$ cat src/rtl/sdma_pkg.sv
package sdma_pkg;
   typedef enum logic [1:0] {ST_IDLE, ST_RD, ST_WR} sdma_state_e;

   // control entry layout, most significant field first
   typedef struct packed {
      logic       dst_inc;
      logic       src_inc;
      logic       byte_unit;
      logic       enable;
      logic [1:0] src_sel;
      logic       pending;
      logic       ring;
   } sdma_ctl_t;

   localparam int CTL_W   = 8;
   localparam int BUS_DW  = 16;
   localparam int MAX_SRC = 4;

   localparam logic [1:0] REG_CTL = 2'd0;
   localparam logic [1:0] REG_SRC = 2'd1;
   localparam logic [1:0] REG_DST = 2'd2;
   localparam logic [1:0] REG_CNT = 2'd3;
endpackage

$ cat src/rtl/sdma_regs.sv
module sdma_regs
   import sdma_pkg::*;
#(
   parameter int CW = 8
) (
   input  logic             clk,
   input  logic             rst_n,
   input  logic             wr_ctl,
   input  logic             wr_cnt,
   input  logic [CTL_W-1:0] wdata_ctl,
   input  logic [CW-1:0]    wdata_cnt,
   input  logic             req_line,
   input  logic             busy,
   input  logic             xfer_done,
   output sdma_ctl_t        ctl,
   output logic [CW-1:0]    cnt,
   output logic             wrap,
   output logic             done
);
   sdma_ctl_t     ctl_q, ctl_n;
   logic [CW-1:0] cnt_q, cnt_n, rel_q, rel_n;
   logic          last, fin, keep;

   assign last = (cnt_q == '0);
   assign fin  = xfer_done && last && !ctl_q.ring;
   assign wrap = xfer_done && last && ctl_q.ring;

   always_comb begin
      ctl_n = ctl_q;
      cnt_n = cnt_q;
      rel_n = rel_q;
      keep  = 1'b0;
      if (req_line && !ctl_q.pending && !busy) ctl_n.pending = 1'b1;
      if (xfer_done) begin
         ctl_n.pending = 1'b0;
         if (!last)          cnt_n = cnt_q - 1'b1;
         else if (ctl_q.ring) cnt_n = rel_q;
         else                 cnt_n = '1;
      end
      if (fin) ctl_n.enable = 1'b0;
      if (wr_ctl) begin
         keep          = ctl_n.pending;
         ctl_n         = sdma_ctl_t'(wdata_ctl);
         ctl_n.pending = wdata_ctl[1] & keep;
      end
      if (wr_cnt) begin
         cnt_n = wdata_cnt;
         rel_n = wdata_cnt;
      end
   end

   always_ff @(posedge clk or negedge rst_n) begin
      if (!rst_n) begin
         ctl_q <= '0;
         cnt_q <= '0;
         rel_q <= '0;
         done  <= 1'b0;
      end else begin
         ctl_q <= ctl_n;
         cnt_q <= cnt_n;
         rel_q <= rel_n;
         done  <= fin;
      end
   end

   assign ctl = ctl_q;
   assign cnt = cnt_q;
endmodule

$ cat src/rtl/sdma_ptr.sv
module sdma_ptr #(
   parameter int AW = 16
) (
   input  logic          clk,
   input  logic          rst_n,
   input  logic          load,
   input  logic [AW-1:0] load_val,
   input  logic          inc_en,
   input  logic          byte_step,
   input  logic          advance,
   input  logic          reload,
   output logic [AW-1:0] cur
);
   logic [AW-1:0] start_q, cur_q;

   always_ff @(posedge clk or negedge rst_n) begin
      if (!rst_n) begin
         start_q <= '0;
         cur_q   <= '0;
      end else if (load) begin
         start_q <= load_val;
         cur_q   <= load_val;
      end else if (reload) begin
         cur_q <= start_q;
      end else if (advance && inc_en) begin
         cur_q <= cur_q + (byte_step ? AW'(1) : AW'(2));
      end
   end

   assign cur = cur_q;
endmodule

$ cat src/rtl/sdma_engine.sv
module sdma_engine
   import sdma_pkg::*;
#(
   parameter int AW = 16
) (
   input  logic              clk,
   input  logic              rst_n,
   input  logic              go,
   input  logic              byte_unit,
   input  logic [AW-1:0]     src,
   input  logic [AW-1:0]     dst,
   input  logic              mem_ready,
   input  logic [BUS_DW-1:0] mem_rdata,
   output logic              mem_req,
   output logic              mem_we,
   output logic              mem_byte,
   output logic [AW-1:0]     mem_addr,
   output logic [BUS_DW-1:0] mem_wdata,
   output logic              busy,
   output logic              xfer_done
);
   sdma_state_e       st_q;
   logic [BUS_DW-1:0] data_q;

   always_ff @(posedge clk or negedge rst_n) begin
      if (!rst_n) begin
         st_q   <= ST_IDLE;
         data_q <= '0;
      end else begin
         unique case (st_q)
            ST_IDLE: if (go) st_q <= ST_RD;
            ST_RD:   if (mem_ready) begin
                        data_q <= mem_rdata;
                        st_q   <= ST_WR;
                     end
            ST_WR:   if (mem_ready) st_q <= ST_IDLE;
            default: st_q <= ST_IDLE;
         endcase
      end
   end

   assign busy      = (st_q != ST_IDLE);
   assign mem_req   = busy;
   assign mem_we    = (st_q == ST_WR);
   assign mem_byte  = byte_unit;
   assign mem_addr  = mem_we ? dst : src;
   assign mem_wdata = byte_unit ? {8'h00, data_q[7:0]} : data_q;
   assign xfer_done = mem_we && mem_ready;
endmodule

$ cat src/rtl/sdma_channel.sv
module sdma_channel
   import sdma_pkg::*;
#(
   parameter int AW   = 16,
   parameter int CW   = 8,
   parameter int NSRC = 4
) (
   input  logic              clk,
   input  logic              rst_n,
   input  logic [NSRC-1:0]   req_in,
   input  logic              cfg_we,
   input  logic [1:0]        cfg_addr,
   input  logic [AW-1:0]     cfg_wdata,
   output logic [AW-1:0]     cfg_rdata,
   output logic              mem_req,
   output logic              mem_we,
   output logic              mem_byte,
   output logic [AW-1:0]     mem_addr,
   output logic [BUS_DW-1:0] mem_wdata,
   input  logic [BUS_DW-1:0] mem_rdata,
   input  logic              mem_ready,
   output logic              done
);
   localparam int NPTR = 2;

   initial begin
      assert (AW >= CTL_W && CW >= 1 && CW <= AW && NSRC >= 1 && NSRC <= MAX_SRC)
         else $fatal(1, "sdma_channel: unsupported parameter set");
   end

   sdma_ctl_t        ctl_q;
   logic [CW-1:0]    cnt_q;
   logic [MAX_SRC-1:0] req_pad;
   logic             req_line, busy, xfer_done, wrap;
   logic [AW-1:0]    ptr_cur [NPTR];
   logic             ptr_inc [NPTR];

   // unused request slots read as idle
   for (genvar i = 0; i < MAX_SRC; i++) begin : g_req
      if (i < NSRC) begin : g_live
         assign req_pad[i] = req_in[i];
      end else begin : g_tied
         assign req_pad[i] = 1'b0;
      end
   end
   assign req_line = req_pad[ctl_q.src_sel];

   sdma_regs #(.CW(CW)) u_regs (
      .clk       (clk),
      .rst_n     (rst_n),
      .wr_ctl    (cfg_we && cfg_addr == REG_CTL),
      .wr_cnt    (cfg_we && cfg_addr == REG_CNT),
      .wdata_ctl (cfg_wdata[CTL_W-1:0]),
      .wdata_cnt (cfg_wdata[CW-1:0]),
      .req_line  (req_line),
      .busy      (busy),
      .xfer_done (xfer_done),
      .ctl       (ctl_q),
      .cnt       (cnt_q),
      .wrap      (wrap),
      .done      (done)
   );

   assign ptr_inc[0] = ctl_q.src_inc;
   assign ptr_inc[1] = ctl_q.dst_inc;

   for (genvar p = 0; p < NPTR; p++) begin : g_ptr
      sdma_ptr #(.AW(AW)) u_ptr (
         .clk       (clk),
         .rst_n     (rst_n),
         .load      (cfg_we && cfg_addr == REG_SRC + 2'(p)),
         .load_val  (cfg_wdata),
         .inc_en    (ptr_inc[p]),
         .byte_step (ctl_q.byte_unit),
         .advance   (xfer_done),
         .reload    (wrap),
         .cur       (ptr_cur[p])
      );
   end

   sdma_engine #(.AW(AW)) u_eng (
      .clk       (clk),
      .rst_n     (rst_n),
      .go        (ctl_q.pending && ctl_q.enable),
      .byte_unit (ctl_q.byte_unit),
      .src       (ptr_cur[0]),
      .dst       (ptr_cur[1]),
      .mem_ready (mem_ready),
      .mem_rdata (mem_rdata),
      .mem_req   (mem_req),
      .mem_we    (mem_we),
      .mem_byte  (mem_byte),
      .mem_addr  (mem_addr),
      .mem_wdata (mem_wdata),
      .busy      (busy),
      .xfer_done (xfer_done)
   );

   always_comb begin
      unique case (cfg_addr)
         REG_CTL: cfg_rdata = AW'(ctl_q);
         REG_SRC: cfg_rdata = ptr_cur[0];
         REG_DST: cfg_rdata = ptr_cur[1];
         default: cfg_rdata = AW'(cnt_q);
      endcase
   end
endmodule

$ cat config.mk
export PLATFORM = sky130hd
export DESIGN_NAME = sdma_channel
export DESIGN_NICKNAME = d
export VERILOG_FILES = /design/src/rtl/sdma_pkg.sv /design/src/rtl/sdma_regs.sv /design/src/rtl/sdma_ptr.sv /design/src/rtl/sdma_engine.sv /design/src/rtl/sdma_channel.sv
export SDC_FILE = /design/constraint.sdc
export NUM_CORES = 1
export LEC_CHECK = 0
export BUFFER_PORTS_ARGS = -buffer_cell sky130_fd_sc_hd__buf_2
export CORE_ASPECT_RATIO = 0.7
export CORE_MARGIN = 3
export CORE_UTILIZATION = 58
export CTS_CLUSTER_SIZE = 8
export DETAILED_ROUTE_END_ITERATION = 7
export PLACE_DENSITY = 0.81
export SYNTH_ARGS = -nofsm -noshare
export SYNTH_HDL_FRONTEND = slang
export SYNTH_SLANG_ARGS = --single-unit
$ cat constraint.sdc
create_clock -name clk -period 4.6 [get_ports clk]
set_input_delay 0.46 -clock clk [delete_from_list [all_inputs] [get_ports clk]]
set_output_delay 0.46 -clock clk [all_outputs]
set_load 0.01 [all_outputs]
# --- Yosys cells after proc, flatten, opt, wreduce, memory -nomap -nowiden ---
# Cells that the tools add are included.
totals:
  register_bits: 107
  latch_bits: 0
  ram_bits: 0
  romBits: 0
  input_bits: 42
  word_cells: 79
  mem_count: 0
classes:
  add_sub_neg: 3
  mul: 0
  div: 0
  magnitude_cmp: 1
  eq_ne: 8
  shifts: 0
  mux: 24
  bitwise_logic: 1
  n_reduce_logical: 26
op_table:
  columns: ["cell", "count"]
  rows:
  - ["16-bit two-way mux", 8]
  - ["16-bit one-hot mux with 3 select lines", 1]
  - ["16-bit adder", 2]
  - ["8-bit two-way mux", 4]
  - ["1-bit logical AND", 13]
  - ["8-bit logical NOT", 1]
  - ["2-bit two-way mux", 4]
  - ["8-bit by 1-bit subtractor with 8-bit output, second input constant", 1]
  - ["2-bit equality test, second input constant", 3]
  - ["2-bit one-hot mux with 3 select lines", 1]
  - ["2-bit nonzero test", 3]
  - ["3-bit nonzero test", 2]
  - ["5-bit two-way mux", 1]
  - ["2-bit by 1-bit equality test with 1-bit output, second input constant", 2]
  - ["2-bit logical NOT", 2]
  - ["1-bit two-way mux", 4]
  - ["2-bit inequality test, second input constant", 2]
  - ["1-bit logical NOT", 3]
  - ["2-bit by 3-bit < comparator with 1-bit output, second input constant", 1]
  - ["3-bit AND reduction", 1]
  - ["1-bit binary-select mux with 2-bit select", 1]
  - ["2-bit by 1-bit inequality test with 1-bit output, second input constant", 1]
  - ["2-bit AND reduction", 1]
  - ["1-bit bitwise AND", 1]

# --- Logic depth before layout (Yosys ltp) ---
logic_depth:
  ltp_word: 8
  mapped_depth: 9
  ltp_nobuf: 7

# --- Cells and area by module ---
# Synthesis repeated with hierarchy kept, for this count alone.
hier_totals:
  cells_unflattened: 570
  hier_area_um2: 6214.7
modules_own_cells:
  columns: ["module", "instances", "cells_per_inst", "area_per_inst_um2", "seq_area_each_um2"]
  rows:
  - ["sdma_ptr (g_ptr[1].u_ptr)", 1, 176, 1773.0, 800.8]
  - ["sdma_ptr (g_ptr[0].u_ptr)", 1, 177, 1747.9, 800.8]
  - ["sdma_regs", 1, 108, 1271.2, 625.6]
  - ["sdma_engine", 1, 80, 1064.8, 450.4]
  - ["sdma_channel", 1, 29, 357.8, 0.0]

# --- Worst setup path after synthesis ---
# Ideal clock, no wire load.
synth_timing:
  kind: "register -> register"
  startpoint: "register u_regs.cnt_q[0] (netlist: u_regs.cnt[0])"
  endpoint: "register g_ptr[0].u_ptr.cur_q[12]"
  setup_time_ps: 129
  arrival_ps: 2133
  path_slack_ps: 2337
  path_stages_with_launch: 10
  n_path_buf: 2
  path_cell_list: "dfrtp_1 > inv_1 > ha_1 > or3b_4 > buf_6 > o41ai_4 > buf_6 > nor2_1 > a21oi_1 > o2bb2ai_1"
synth_between:
  elab_chain_len: 5
  word_cells_on_any_way: 6
  cone_classes: "mux (2); reduce/logical (4)"
synth_lines:
  columns: ["item", "line_no", "rtl"]
  rows:
  - ["start, declared", "sdma_regs.sv:21", "logic [CW-1:0] cnt_q, cnt_n, rel_q, rel_n;"]
  - ["start signal, assigned", "sdma_regs.sv:60", "cnt_q <= cnt_n;"]
  - ["8-bit logical NOT (*)", "sdma_regs.sv:24", "assign last = (cnt_q == '0);"]
  - ["1-bit logical AND (*) (2 in series)", "sdma_regs.sv:26", "assign wrap = xfer_done && last && ctl_q.ring;"]
  - ["16-bit two-way mux", "sdma_ptr.sv:23", "end else if (reload) begin"]
  - ["16-bit two-way mux", "sdma_ptr.sv:20", "end else if (load) begin"]
  - ["end signal, assigned", "sdma_ptr.sv:22", "cur_q <= load_val;"]
  - ["end signal, assigned", "sdma_ptr.sv:24", "cur_q <= start_q;"]
  - ["end signal, assigned", "sdma_ptr.sv:26", "cur_q <= cur_q + (byte_step ? AW'(1) : AW'(2));"]
  - ["end, declared", "sdma_ptr.sv:14", "logic [AW-1:0] start_q, cur_q;"]
# Every way passes the cells marked *; elsewhere a longest branch is shown, timed or not.
# A chain may end at the register's enable or synchronous reset.

# --- Worst setup path after layout ---
layout_timing:
  startpoint: "register u_regs.cnt_q[0] (netlist: u_regs.cnt[0])"
  endpoint: "register g_ptr[0].u_ptr.cur_q[13]"
# Same word-level chain as after synthesis.

==> metrics.yaml <==
synthesis:
  synthCells: 681
  synth_edf_count: 0
  syn-num-nets: 730
  synth.largest_area_cell: "dfrtp_1"
  synth_top_cell_area_share_pct: 44.11
  async_flop_share_pct: 100.0
  synth.distinct_cells: 66
  synth_area_leaders: "dfrtp_1 44%, nand2_1 11%, mux2_2 4.1%"
  yosysWarnings: 0
  synth.avg_cell_area_um2: 8.915
  ys.flop_type: "dfrtp_1"
  synth_seq_cells: 107
  ys_seq_area_share_pct: 44.11
  synth_area_um2: 6071
layout:
  nNetsFinal: 786
  final_util_pct: 68.16
  diodes: 0
  drive_gt1_share_pct: 20.75
  fillers: 774
  area_growth_pct: 11.69
  final_cells: 870
sta:
  fin_crit_sh_pct: 63.41
  rsz0062_at_grt: "false"
  slew_viol_final: 0
  fmax_ghz: 0.3428
  setup_tns_ps: 0
  tightestPinTransition_ps: 1106
  whs_ps: 266.9
  slew_headroom_pct: 25.74
  finalClockSkew_ps: 9.093
  setup_viol: 0
  finalHoldViolations: 0
  fin_crit_ps: 2917
clock_network:
  h-tree-depth: 3
  clockBufferDepth: 2
  cts_buffers: 9
  cts_tree: "done"
  clk_latency_ps: 350
  clkTransAtPathRegs_ps: 70
  cts_root_buffer: "clkbuf_16"
  post_cts_resized: 0
  cts.sinks: 107
  postCtsSetupBuffers: 0
  cts-hold-fix-buffers: 0
worst_setup_path:
  required_ps: 4810
  critical_path_class: "flip-flop to flip-flop"
  crit_fanout: 17
  worstSetupEndpointType: "flip-flop"
  crit_chain: "inv_1 -> ha_1 -> or3b_4 -> nor4_4 -> nor2_1 -> a31oi_1 -> o21ai_1"
  cp-start-kind: "flip-flop"
  arrival_ps: 3120
  slowest_stage: "nor4_4"
  slowest_delay_ps: 980
drt:
  wl_per_cell_um: 20.85
  vias: 5727
  drc: 0
  initialDrtViolationCount: 800
  dr.pass1.iters: 7
  ant_nets: 0
  wl_um: 18140
  vias_per_cell: 6.583
global_route:
  grt_overflow: 0
  grt_max_degree: 80
  antenna_found_initial: 0
  grt_pass1_vias: 5371
  track_usage_pct: 31.56
  grt_pass1_wl_um: 28950
pwr:
  max-vdd-ir-drop_uv: 242.6
  report.power.total_w: 0.003528
  power_leakage_nw: 3.183
  powerDensity_nw_per_um2: 520.3
floorplan:
  initial_core_util_pct: 61.03
  placementRows: 30
  coreArea_um2: 9947
  fp.dieW_um: 128.3
  die-area_um2: 11750
  fp.dieH_um: 91.60
  ioPinCount: 94
hold_path:
  min_path_type: "input port to async pin"
flow_run:
  cap_violations: 0
place:
  dp_hpwl_um: 12710
  place_inst: 854
  io_buffers: 93
  gp_congestion: 0.9360
outcome:
  status: "finished clean"
## per-stage QoR
stage / cell area, um2 / setup WS [ps]
detailed placement: 6484 / 1763
global placement: 6484 / 1906
finish: 6780 / 1683
CTS: 6780 / 1745
global route: 6780 / 1510
floorplan: 6071 / 2337
## cells by family (layout without fill, tap and decap cells)
group,Yosys count,count (layout),synth area share (%)
AND/OR/NAND/NOR,299,299,23.00
XOR/XNOR,3,3,0.4329
buffers and inverters,66,127,4.967
AO/OA/AOI/OAI,166,166,18.05
flip-flops,107,107,44.11
adder cells (fa/ha/maj),7,7,1.690
multiplexers,33,33,7.749
## critical path, delay by kind of cell (launching register included)
kind                       cells  cell delay, ps
AOI/OAI and AO/OA              2             350
DFF                            1             450
and+or+nand+nor                3            1710
buffers and inverters          1              90
adders and majority gates      1             170
## final timing paths
| check | startpoint | end | slack, ps | cells past startpoint |
|---|---|---|---|---|
| min in group clk | mem_rdata[6] | u_eng.data_q[6] | 340 | 2 |
| worst max register to register | u_regs.cnt[0] | g_ptr[0].u_ptr.cur[13] | 1680 | 7 |
| worst min-delay path | rst_n | u_eng.data_q[7] | 270 | 1 |
| max in group asynchronous | rst_n | g_ptr[0].u_ptr.cur[1] | 3320 | 2 |
| worst max-delay path | u_regs.cnt[0] | g_ptr[0].u_ptr.cur[13] | 1680 | 7 |
| worst min register to register | g_ptr[1].u_ptr.start_q[2] | g_ptr[1].u_ptr.start_q[2] | 470 | 2 |
## Yosys cell counts, types with 5 or more instances
cell,n
a22o_1,9
nand3b_1,6
buf_1,7
inv_1,13
and3_1,9
a21oi_1,36
o22ai_1,7
a211oi_1,5
o21ai_1,13
nor3_1,13
o211ai_1,6
buf_4,9
nand4_1,10
nor3b_1,5
o21ai_0,36
nand2_1,172
nor2b_1,13
a31oi_1,12
nand3_1,13
nor2_1,33
ha_1,5
dfrtp_1,107
clkbuf_1,31
mux4_2,9
mux2_2,22
## where the power goes
| part | internal [W] | switching (W) |
|---|---|---|
| logic | 0.000528 | 0.000676 |
| clock network | 0.000437 | 0.000349 |
| registers | 0.00120 | 0.000336 |
| total | 0.00217 | 0.00136 |
## flip-flops by register name, summed over array words and instances (netlist names)
signal	count
u_regs.ctl	8
u_eng.data_q	16
u_regs.cnt	8
u_regs.done	1
u_eng.st_q	2
g_ptr.u_ptr.cur	32
g_ptr.u_ptr.start_q	32
u_regs.rel_q	8
## cells in the final DEF (no fill, tap or decap), drive strengths merged, types with 3 or more instances in the layout
cell,synthesis,final
o311ai,3,3
nor3,14,14
a211oi,5,5
a21oi,36,36
nor2,33,33
or4,4,4
nor4,3,3
o21a,4,4
dfrtp,107,107
o211ai,6,6
a22o,9,9
nand3b,6,6
nand2,172,172
mux4,9,9
nor3b,6,6
a21o,4,4
and3,9,9
a221oi,4,4
and3b,3,3
a41oi,3,3
o21ai,49,49
o2bb2ai,3,3
o22ai,7,7
nand4,10,10
o41ai,5,5
o31ai,5,5
a31oi,12,12
inv,13,13
nor2b,13,13
nand3,13,13
ha,5,5
mux2,22,22
buf,22,98
nand2b,3,3
clkbuf,31,12
and2,3,3
## layout make-up
| type | instances | area [um2] | share of cell area [%] |
|---|---|---|---|
| clock buffers | 12 | 246.5 | 3.635 |
| clock inverters | 4 | 50.05 | 0.7381 |
| inverters | 13 | 48.80 | 0.7197 |
| multi-input cells | 508 | 3092 | 45.60 |
| flip-flops and latches | 107 | 2678 | 39.49 |
| well taps | 128 | 160.2 | 2.362 |
| repair buffers | 98 | 505.5 | 7.455 |
## layer usage
layer / vias to the layer above / wire length (um) / global-route usage, %
li1: 2524 / - / -
met1: 2757 / 7428 / 46.00
met2: 394 / 8034 / 45.32
met3: 52 / 2287 / 9.994
met4: 0 / 391 / 8.746
met5: - / 0 / 0
Power figures use the tool's default switching activity.
